==> src/rtl/regmask_xfer.sv <==
module regmask_xfer #(
  parameter int NREG   = 64,
  parameter int DW     = 64,
  parameter int AW     = 32,
  parameter int CHUNK  = 16,
  parameter int PRECHK = 3
) (
  input  logic                          clk,
  input  logic                          rst_n,
  input  logic                          start,
  input  logic                          dir_load,
  input  logic                          chunk_en,
  input  logic [$clog2(NREG/CHUNK)-1:0] chunk_sel,
  input  logic [NREG-1:0]               live_mask,
  input  logic [NREG-1:0]               used_mask,
  input  logic [AW-1:0]                 base_addr,
  input  logic                          xlat_fault,
  output logic                          busy,
  output logic                          done,
  output logic                          fault_exc,
  output logic [$clog2(NREG+1)-1:0]     xfer_count,
  output logic [AW-1:0]                 sp_adjust,
  output logic [$clog2(NREG)-1:0]       rf_raddr,
  input  logic [DW-1:0]                 rf_rdata,
  output logic                          rf_we,
  output logic [$clog2(NREG)-1:0]       rf_waddr,
  output logic [DW-1:0]                 rf_wdata,
  output logic                          mem_req,
  output logic                          mem_we,
  output logic [AW-1:0]                 mem_addr,
  output logic [DW-1:0]                 mem_wdata,
  input  logic [DW-1:0]                 mem_rdata
);
  localparam int IW    = $clog2(NREG);
  localparam int CW    = $clog2(NREG + 1);
  localparam int NCH   = NREG / CHUNK;
  localparam int SW    = $clog2(NCH);
  localparam int BYTES = DW / 8;
  localparam int PW    = $clog2(PRECHK + 1);

  typedef enum logic [1:0] {S_IDLE, S_CHECK, S_XFER, S_FIN} state_t;

  state_t          state;
  logic [NREG-1:0] win, eff, rem;
  logic [AW-1:0]   addr;
  logic            is_load;
  logic [PW-1:0]   chk_cnt;
  logic [CW-1:0]   count_q, pop_in;
  logic            exc_q;
  logic [IW-1:0]   idx;
  logic            last;

  for (genvar c = 0; c < NCH; c++) begin : g_win
    assign win[c*CHUNK +: CHUNK] = (!chunk_en || chunk_sel == SW'(c)) ? {CHUNK{1'b1}} : {CHUNK{1'b0}};
  end

  assign eff = live_mask & used_mask & win;

  always_comb begin
    pop_in = '0;
    for (int i = 0; i < NREG; i++) pop_in = pop_in + CW'(eff[i]);
  end

  always_comb begin
    idx = '0;
    for (int i = NREG - 1; i >= 0; i--) if (rem[i]) idx = IW'(i);
  end

  assign last = (rem & (rem - NREG'(1))) == '0;

  assign busy       = (state == S_CHECK) || (state == S_XFER);
  assign done       = (state == S_FIN);
  assign fault_exc  = exc_q;
  assign xfer_count = count_q;
  assign sp_adjust  = AW'(count_q) << $clog2(BYTES);
  assign mem_req    = (state == S_XFER);
  assign mem_we     = mem_req && !is_load;
  assign mem_addr   = addr;
  assign mem_wdata  = rf_rdata;
  assign rf_raddr   = idx;
  assign rf_we      = (state == S_XFER) && is_load;
  assign rf_waddr   = idx;
  assign rf_wdata   = mem_rdata;

  always_ff @(posedge clk or negedge rst_n) begin
    if (!rst_n) begin
      state   <= S_IDLE;
      rem     <= '0;
      addr    <= '0;
      is_load <= 1'b0;
      chk_cnt <= '0;
      count_q <= '0;
      exc_q   <= 1'b0;
    end else begin
      case (state)
        S_IDLE: if (start) begin
          count_q <= pop_in;
          exc_q   <= 1'b0;
          rem     <= eff;
          addr    <= base_addr;
          is_load <= dir_load;
          chk_cnt <= '0;
          state   <= (eff == '0) ? S_FIN : S_CHECK;
        end
        S_CHECK: begin
          if (xlat_fault) begin
            exc_q <= 1'b1;
            rem   <= '0;
            state <= S_FIN;
          end else if (chk_cnt == PW'(PRECHK - 1)) begin
            state <= S_XFER;
          end else begin
            chk_cnt <= chk_cnt + PW'(1);
          end
        end
        S_XFER: begin
          rem[idx] <= 1'b0;
          addr     <= addr + AW'(BYTES);
          if (last) state <= S_FIN;
        end
        default: state <= S_IDLE;
      endcase
    end
  end


  addr_step_chk: assert property (@(posedge clk) disable iff (!rst_n)
    mem_req && $past(mem_req) |-> mem_addr == $past(mem_addr) + AW'(BYTES));


  idx_ascend_chk: assert property (@(posedge clk) disable iff (!rst_n)
    mem_req && $past(mem_req) |-> rf_raddr > $past(rf_raddr));


  done_pulse_chk: assert property (@(posedge clk) disable iff (!rst_n)
    done |=> !done);


  fault_quiet_chk: assert property (@(posedge clk) disable iff (!rst_n)
    fault_exc |-> !mem_req && !rf_we);


  precheck_quiet_chk: assert property (@(posedge clk) disable iff (!rst_n)
    $rose(busy) |-> !mem_req && !rf_we);
endmodule

==> config.mk <==
export PLATFORM = sky130hd
export DESIGN_NAME = regmask_xfer
export DESIGN_NICKNAME = d
export VERILOG_FILES = /design/src/rtl/regmask_xfer.sv
export SDC_FILE = /design/constraint.sdc
export NUM_CORES = 1
export LEC_CHECK = 0
export BUFFER_PORTS_ARGS = -buffer_cell sky130_fd_sc_hd__buf_2
export CAP_MARGIN = 30
export CORE_AREA = 2 2 201 203
export DETAILED_ROUTE_END_ITERATION = 16
export DIE_AREA = 0 0 203 205
export PLACE_DENSITY = 0.63
export SLEW_MARGIN = 25
export SYNTH_ARGS = -nofsm -noshare
export SYNTH_HDL_FRONTEND = slang
export SYNTH_SLANG_ARGS = --single-unit
==> constraint.sdc <==
create_clock -name clk -period 3.41 [get_ports clk]
set_clock_uncertainty 0.2 [all_clocks]
set_input_delay 0.341 -clock clk [delete_from_list [all_inputs] [get_ports clk]]
set_output_delay 0.341 -clock clk [all_outputs]
set_load 0.05 [all_outputs]
# Yosys cells after proc, flatten, opt, wreduce, memory -nomap -nowiden
# Cells that the tools add are included.
# Widths: inputs -> output; s select.
# word_totals
wordCells	204
inputBits	296
reg_bits	109
# classes
magnitude_cmp	2
reduce_logical	23
n_bitwise	5
add_sub_neg	66
muxes	88
n_eq_ne	13
# op_table
cell	n
$add 7x1->7	57
$mux 6	64
$and 64x64->64	4
$pmux 64 s3	1
$logic_not 64->1	2
$mux 64	2
$mux 16	4
$not 64->64	1
$pmux 32 s2	1
$sub 64x1->64 const B	1
$add 32x4->32 const B	1
$mux 32	1
$mux 2	8
$eq 2x2->1 const B	5
$reduce_and 3->1	3
$ne 2x2->1 const B	4
$add 6x1->7	1
$lt 6x7->1 const B	1
$add 5x1->6	1
$demux 1 s6	1
$ge 6x1->1 const B	1
$pmux 2 s3	1
$add 4x1->5	1
$logic_or 1x1->1	5
other kinds (17)	26

# Depth between registers and ports, before layout
# Gate-level depths: netlist (run 1).
# depth
word_depth	71
ltp_mapped	27
mapped_depth_nobuf	26

# Worst setup path before layout (run 1)
# No wires, ideal clock.
# synth_timing
path_kind	input -> register
startpoint	input port chunk_sel[0]
endpoint	register count_q[6], in the netlist xfer_count[6]
arrival_ps	6419
cell_stages	25
path_buffers	1
setup_slack_ps	-3344
t_required_ps	3076
setup_time_ps	134
cell_sequence	inv_1 -> o21ai_0 -> clkbuf_1 -> and3_1 -> fa_1 -> inv_1 -> fa_1 -> fa_1 -> inv_1 -> fa_1 -> inv_1 -> fa_1 -> fa_1 -> fa_1 -> fa_1 -> inv_1 -> ha_1 -> inv_1 -> fa_1 -> nor2b_1 -> o21ai_0 -> nand2b_1 -> a21o_1 -> a21oi_1 -> o21ai_0
# synth_via
elab_chain_len	67
elab_cells_between_ends	76
# synth_rtl
element	line_no	rtl
start: declaration	13	input logic [$clog2(NREG/CHUNK)-1:0] chunk_sel,
$logic_not 2->1	54	assign win[c*CHUNK +: CHUNK] = (!chunk_en || chunk_sel == SW'(c)) ? {CHUNK{1'b1}} : {CHUNK{1'b0}};
$logic_or 1x1->1	54	
$mux 16	54	
$and 64x64->64 *	57	assign eff = live_mask & used_mask & win;
$add 1x1->2	61	for (int i = 0; i < NREG; i++) pop_in = pop_in + CW'(eff[i]);
$add 2x1->3	61	
$add 3x1->4	61	
$add 4x1->5	61	
$add 5x1->6	61	
$add 6x1->7	61	
$add 7x1->7 (56 in a row)	61	
$add 7x1->7 *	61	
end signal: assignment	97	count_q <= pop_in;
end: declaration	48	logic [CW-1:0] count_q, pop_in;
# Mark *: on every way between the ends. The rest lies on a longest branch, timed or not.
# A chain may end at the register's enable or synchronous reset.

# Worst setup path after layout (run 1)
# layout_timing
startpoint	input port chunk_sel[1]
endpoint	register count_q[2], in the netlist xfer_count[2]
# The elaborated chain is that of the path after synthesis.

==> run metrics, run 1 <==
DR WL/cell 21.3 um; status complete, but fails checks; HPWL reported at the end of detailed placement 37100 um; crit end category flop; area of the mapped netlist 10400 um2; # setup viols final 9; Post-synth EDFFs 0; Hold WS between 0.01 and 0.015 ns; deepest clock path buffer count 2; Max Cap Viol 0; fmax 157 MHz; top_reg_cell synth dfrtp_1; Tcrit/Tclk final 1.87; Via Count 11.1k; Total Routing Usage GR 0.209; DRC Markers 0; Seq/Total Area, Yosys 0.261; clock root buffer clkbuf_16; multiplexer share of the synthesized area 0.0110; Die H 205 um; crit path max fanout 5; synthesized area per cell 8.34 um2; n_diodes 0; Post-synth ARST share 1.00; die area 41600 um2; crit-path leading delay family adder cells; Sinks on Clock Net 109; via/cell ratio 5.28; count leader, synth buf_4; Hold Violations, Final 0; clock tree from TritonCTS yes; Distinct cells, synth 75; CP required 3.50 ns; largest family of logic cells by synthesized area compound AO/OA/AOI/OAI gates; main area contributors after synthesis dfrtp_1 (26%), buf_4 (12%), fa_1 (10%), nand2_1 (4.1%), a21oi_1 (3.2%); Port Buffer Count ~230; worst relative slew slack 0.356; FP Rows 73; Synth warnings 0; Non-Filler Instances 2110; total routed wirelength ~45000 um; Yosys reg bits between 100 and 150; Boundary Pins 513; failing checks setup timing; RePlAce Congestion 0.956; post-route minimum period 6.37 ns; CTS Buf Count 9; crit start category input pin; post-route ant nets 0; compound-cell area share of the yosys netlist 0.212; clk_lat worst skew 0.36 ns; cell accounting for the most synthesized area dfrtp_1; RSZ-0062 raised after global routing true; worst hold path class in2reg; Reg clk slew, reported paths 0.08 ns; Pins Over Slew Limit 0; largest net degree at the start of global routing 63; Buf/Inv on CP 13; first-pass GRT wire length about 66000 um; H-tree depth 3; Synth top cells by count buf_4 (166), nand2_1 (114), dfrtp_1 (109); Post-Syn Instances between 1k and 1.5k; Synth top area share 0.261; Die X 203 um; slowest CP cell fa_1; CP dominant cell by count inv_2; share of layout cells above drive strength 1 0.405; Iter 0 DRT Violations between 900 and 1k; Post-Synth Adder-Cell Area 0.132; Setup WS post-layout -2.96 ns; dpl cells 2066; Worst Tran Pin Value 0.963 ns; vias in the first global route between 10k and 15k; Core Area 39400 um2; XOR/XNOR share of the synthesized area 0.00335; Syn-to-layout area delta 34.4%; Post-Synth Simple-Gate Area 0.207; Starting Density 0.265; CP arrival about 6.5 ns; grt total ovfl 0; max incr delay on CP 0.56 ns; Nets around 2k; antenna violations before repair 0; TritonRoute pass-1 iters 5; critical path class in2reg
==> worst paths after layout <==
check                           cells after the start             to  slack [ns]         start
worst max-delay path                               27  xfer_count[2]       -2.96  chunk_sel[1]
worst min-delay path                                2    mem_addr[9]        0.01  base_addr[9]
worst max register to register                     12       state[1]       -0.20       rem[38]
worst min register to register                      2    mem_addr[2]        0.29   mem_addr[2]
max in group asynchronous                           3   mem_addr[11]        1.78         rst_n
min in group asynchronous                           2   mem_addr[27]        0.40         rst_n
==> metrics by stage <==
stage	instance area (um2)	setup TNS (ns)	setup WS, ns	util
after floorplan	10700	-18.69	-2.88	-
after global placement	13000	-25.78	-3.35	0.331
after detailed placement	13000	-25.31	-3.45	0.331
after CTS	13700	-19.46	-2.92	0.348
after global routing	14000	-21.14	-3.12	0.357
final	14000	-19.85	-2.96	0.357
==> metal layers <==
metal / part of all wire / track usage / vias to the layer above
met2: 0.48 / 0.354 / 622
li1: - / - / 4981
met5: 0 / 0 / -
met4: 0.044 / 0.0985 / 0
met1: 0.39 / 0.263 / 5415
met3: 0.078 / 0.0309 / 121
==> layout make-up <==
cell class / instances / area (um2)
fill: 4123 / 25300
tap: 525 / 657
inverter: 89 / 364
clock inverter: 5 / 40.0
timing repair buffer: 518 / 3470
sequential: 109 / 2730
clock buffer: 11 / 243
multi-input combinational: 853 / 6540
==> flip-flops by register name, indices dropped and copies added (netlist names) <==
| register | count |
|---|---|
| is_load | 1 |
| state | 2 |
| chk_cnt | 2 |
| fault_exc | 1 |
| mem_addr | 32 |
| rem | 64 |
| xfer_count | 7 |
==> cell usage in the layout (no fill, tap or decap), types with 9 or more instances in the layout <==
| cell | n |
|---|---|
| or4_1 | 15 |
| inv_1 | 72 |
| nor4_1 | 16 |
| nand4_1 | 12 |
| conb_1 | 25 |
| o21ai_0 | 53 |
| nand3_1 | 47 |
| a21oi_1 | 64 |
| nor3_1 | 29 |
| and3_4 | 13 |
| fa_1 | 49 |
| o31ai_1 | 12 |
| buf_4 | 277 |
| a22oi_1 | 10 |
| dfrtp_1 | 108 |
| inv_2 | 13 |
| nor2_1 | 62 |
| buf_6 | 11 |
| a31oi_1 | 14 |
| nand2b_1 | 9 |
| o22ai_1 | 19 |
| nand2_1 | 112 |
| ha_1 | 21 |
| clkbuf_16 | 9 |
| and3_1 | 30 |
| o21bai_1 | 19 |
| a32o_1 | 28 |
| buf_2 | 218 |
==> timing repair <==
item / in CTS / in global routing
buffers inserted: 8 / 18
setup endpoints to repair: 52 / 45
pin swaps: 38 / 32
endpoints found under the hold margin: 59 / 0
cloned: 0 / 2
hold buffers: 1 / 0
resized for setup: 77 / 41
==> kinds of logic after synthesis <==
family,count (synthesis)
fa+ha+maj,78
other cells,1
mux,11
compound gates,320
buf+inv,316
simple gates,414
xor+xnor,4
flops,109
Power of run 1 is not shown: default switching activity piles up to over one toggle a cycle in this logic, so the estimate is an artifact.
==> run 2: changes to the inputs <==
--- a/config.mk
+++ b/config.mk
@@ -5,12 +5,13 @@
 export SDC_FILE = /design/constraint.sdc
 export NUM_CORES = 1
 export LEC_CHECK = 0
+export ABC_AREA = 1
 export BUFFER_PORTS_ARGS = -buffer_cell sky130_fd_sc_hd__buf_2
 export CAP_MARGIN = 30
-export CORE_AREA = 2 2 201 203
+export CORE_AREA = 2 2 198 200
 export DETAILED_ROUTE_END_ITERATION = 16
-export DIE_AREA = 0 0 203 205
-export PLACE_DENSITY = 0.63
+export DIE_AREA = 0 0 200 202
+export PLACE_DENSITY = 0.64
 export SLEW_MARGIN = 25
 export SYNTH_ARGS = -nofsm -noshare
 export SYNTH_HDL_FRONTEND = slang
==> constraint.sdc (replaced) <==
create_clock -name clk -period 8 [get_ports clk]
set_clock_uncertainty 0.2 [all_clocks]
set_input_delay 0.8 -clock clk [delete_from_list [all_inputs] [get_ports clk]]
set_output_delay 0.8 -clock clk [all_outputs]
set_load 0.05 [all_outputs]
==> run 2 against run 1 <==
The flow now finishes without violations. Sequential share of layout area increased by 3.6 points. Die area decreased by 2.9%. Clock-buffer cell count decreased by 2. Register-to-register slack improved by 3.0 ns. Worst setup slack improved by 3.6 ns. Via count decreased by 2.5%. Largest cell class unchanged. First-iteration DRC count increased by 9.0%. Final cell count increased by 3.6%.
==> run metrics, run 2 <==
CP required 8.11 ns; Max Cap Viol 0; CP Depth 24; FP Rows between 70 and 80; Nets just over 2k; largest net degree at the start of global routing ~120; Reg2Reg Depth 24; die area around 40000 um2; RSZ-0062 raised after global routing false; vias in the first global route 10.7k; CP dominant cell by count fa_1; post-cts hold buffer count 0; main area contributors after synthesis dfrtp_1 (25%), buf_4 (11%), fa_1 (9.9%), nand2_1 (9.3%), inv_1 (8.1%); post-CTS sizing 0; total routed wirelength 39300 um; crit-path leading delay family adder cells; Top reg by flops rem; worst hold path class in2async; Port Buffer Count 231; Setup WS post-layout about 0.66 ns; Hold WS 0.263 ns; critical path class in2reg; Fillers 4224; CTS Buf Count 9; Synth warnings 0; switch share 0.633; Die X ~200 um; Peak supply drop about 0.52 mV; deepest clock path buffer count 2; Clk pwr share 0.072; gr busiest metal met2; post-placement worst setup slack 0.324 ns; Tcrit/Tclk final 0.917; Reg power frac 0.152; Iter 0 DRT Violations between 900 and 1k; Post-CTS Setup Bufs 0; Post-synth ARST share 1.00; GR Util met1 0.256; max reg flops 64; share of layout cells above drive strength 1 0.181; Syn-to-layout area delta 8.33%; # setup viols final 0; area of the mapped netlist between 10000 and 15000 um2; post-route ant nets 0; fmax 136 MHz; commonest non-fill, non-tap cell in the layout nand2_1; H-tree depth 3; crit end category flop; crit start category input pin; TritonRoute pass-1 iters 5; top_reg_cell synth dfrtp_1; post-route minimum period 7.34 ns; GRT met2 Usage 0.315; synthesized area per cell 6.86 um2; crit path max fanout 7; Buf/Inv on CP 8; met3 Track Usage GR 0.0429; Core Area 38300 um2; clk_lat worst skew 0.39 ns; DR WL/cell 18.0 um; CP arrival 7.45 ns; clock root buffer clkbuf_16; status finished, final reports clean; Reg clk slew, reported paths 0.08 ns; RePlAce Congestion 0.958; antenna violations before repair 1; Seq/Total Area, Yosys 0.249; count leader, synth nand2_1; commonest cells after routing, fill and taps aside nand2_1 (270), inv_1 (235), buf_2 (230); Sinks on Clock Net 109; LEAKAGE between 6 and 7 nW; Post-synth EDFFs 0; cell accounting for the most synthesized area dfrtp_1; Synth top cells by count nand2_1 (270), inv_1 (235), nor2_1 (171); Yosys reg bits 109; DRC Markers 0; HPWL reported at the end of detailed placement 32000 um; Boundary Pins 513; setup TNS 0 ns; clock tree from TritonCTS yes; Net Sw Power 0.00428 W; Total Routing Usage GR 0.197; Worst Tran Pin Value about 0.95 ns; Synth top area share 0.249; grt total ovfl 0; first-pass GRT wire length 60300 um; Comb pwr share 0.776; final core occ 0.309; P_int roughly 0.0025 W; worst relative slew slack 0.365; Via Count around 11k; slowest CP cell fa_1; P per Cell Area 570 nW/um2; Die H 202 um; Starting Density 0.286; Post-Syn Instances 1595; critical path, cell by cell buf_2 > inv_1 > a21oi_1 > buf_4 > inv_1 > buf_4 > nand3_1 > fa_1 > fa_1 > fa_1 > fa_1 > fa_1 > fa_1 > fa_1 > fa_1 > inv_1 > ha_1 > inv_1 > fa_1 > o31ai_1 > inv_1 > nor2_1 > o21ai_0 > a21oi_1; max incr delay on CP 0.61 ns; Pins Over Slew Limit 0; via/cell ratio 4.97; Hold Violations, Final 0; Distinct cells, synth 43
==> run 2: changes by cell type after synthesis, sizes merged, moves of 21 or more <==
cell   previous run  this run
a21oi            66        45
a32o             28         2
and3             43         0
inv              89       251
nand2           114       270
nand3            51       108
nor2             66       177
o21ai            65       173
or4              23         0
==> run 2: worst register-to-register path, cell delays in order (launching register included) <==
cell and delay, ns:
dfrtp_1 0.40, inv_2 0.11, nand3_1 0.13, nor2_2 0.18, inv_2 0.09, nor2_4 0.11
inv_2 0.07, nor2_4 0.15, inv_2 0.06, nor2_4 0.17, inv_2 0.08, nor2_4 0.12
inv_2 0.10, nor3_2 0.15, nand2_1 0.15, nor2_2 0.26, inv_2 0.06, nor2_1 0.24
nor2_1 0.10, a2111oi_0 0.55, nand4_1 0.28, nor4_1 0.75, o221ai_1 0.35, nand2_1 0.16
o31ai_2 0.07
==> run 2: cell type report <==
cell class / count / area [um2] / share of cell area
inverters: 257 / 965 / 0.0814
clock buffers: 9 / 225 / 0.0190
clock inverters: 7 / 71.3 / 0.00602
well taps: 518 / 648 / 0.0547
multi-input cells: 1036 / 5920 / 0.500
diodes: 1 / 2.50 / 0.000211
repair buffers: 248 / 1290 / 0.109
flip-flops and latches: 109 / 2730 / 0.230
==> run 2: kinds of logic (layout without fill, tap and decap cells) <==
| kind of cell | after synthesis | count (layout) | share of synthesized area |
|---|---|---|---|
| AO/OA/AOI/OAI | 274 | 274 | 0.139 |
| adder cells (fa/ha/maj) | 76 | 76 | 0.124 |
| AND/OR/NAND/NOR | 646 | 646 | 0.256 |
| buffers and inverters | 474 | 521 | 0.220 |
| other | 1 | 26 | 0.000343 |
| XOR/XNOR | 15 | 15 | 0.0120 |
| flip-flops | 109 | 109 | 0.249 |
==> run 2: power groups by stage <==
stage | Clock, W | Sequential (W) | Combinational (W)
2_1_floorplan | 0 | 0.00131 | 0.00375
3_3_place_gp | 0 | 0.00102 | 0.00512
3_5_place_dp | 0 | 0.00103 | 0.00516
4_1_cts | 0.000502 | 0.00102 | 0.00520
5_1_grt | 0.000528 | 0.00106 | 0.00577
6_report | 0.000486 | 0.00103 | 0.00524
==> run 2: worst paths after layout <==
check / from / to / slack, ns
max reg2reg: rem[2] / state[1] / 2.77
min in group clk: mem_addr[1] / mem_addr[1] / 0.29
max: chunk_sel[1] / xfer_count[6] / 0.66
min reg2reg: mem_addr[1] / mem_addr[1] / 0.29
min: rst_n / rem[37] / 0.26
max in group asynchronous: rst_n / mem_addr[19] / 6.01
==> run 2: routing by layer <==
metal / routed length, um / part of all wire
met5: 0 / 0
met4: 1380 / 0.035
met3: 3450 / 0.088
met2: 18100 / 0.46
met1: 16400 / 0.42
==> run 2: stage by stage <==
stage,area [um2],cells,power (W)
2_1_floorplan,11000,1619,0.00507
3_3_place_gp,11500,2168,0.00614
3_5_place_dp,11500,2168,0.00619
4_1_cts,11800,2184,0.00672
5_1_grt,11800,2184,0.00736
6_report,11800,2185,0.00676
Power figures use the tool's default switching activity.
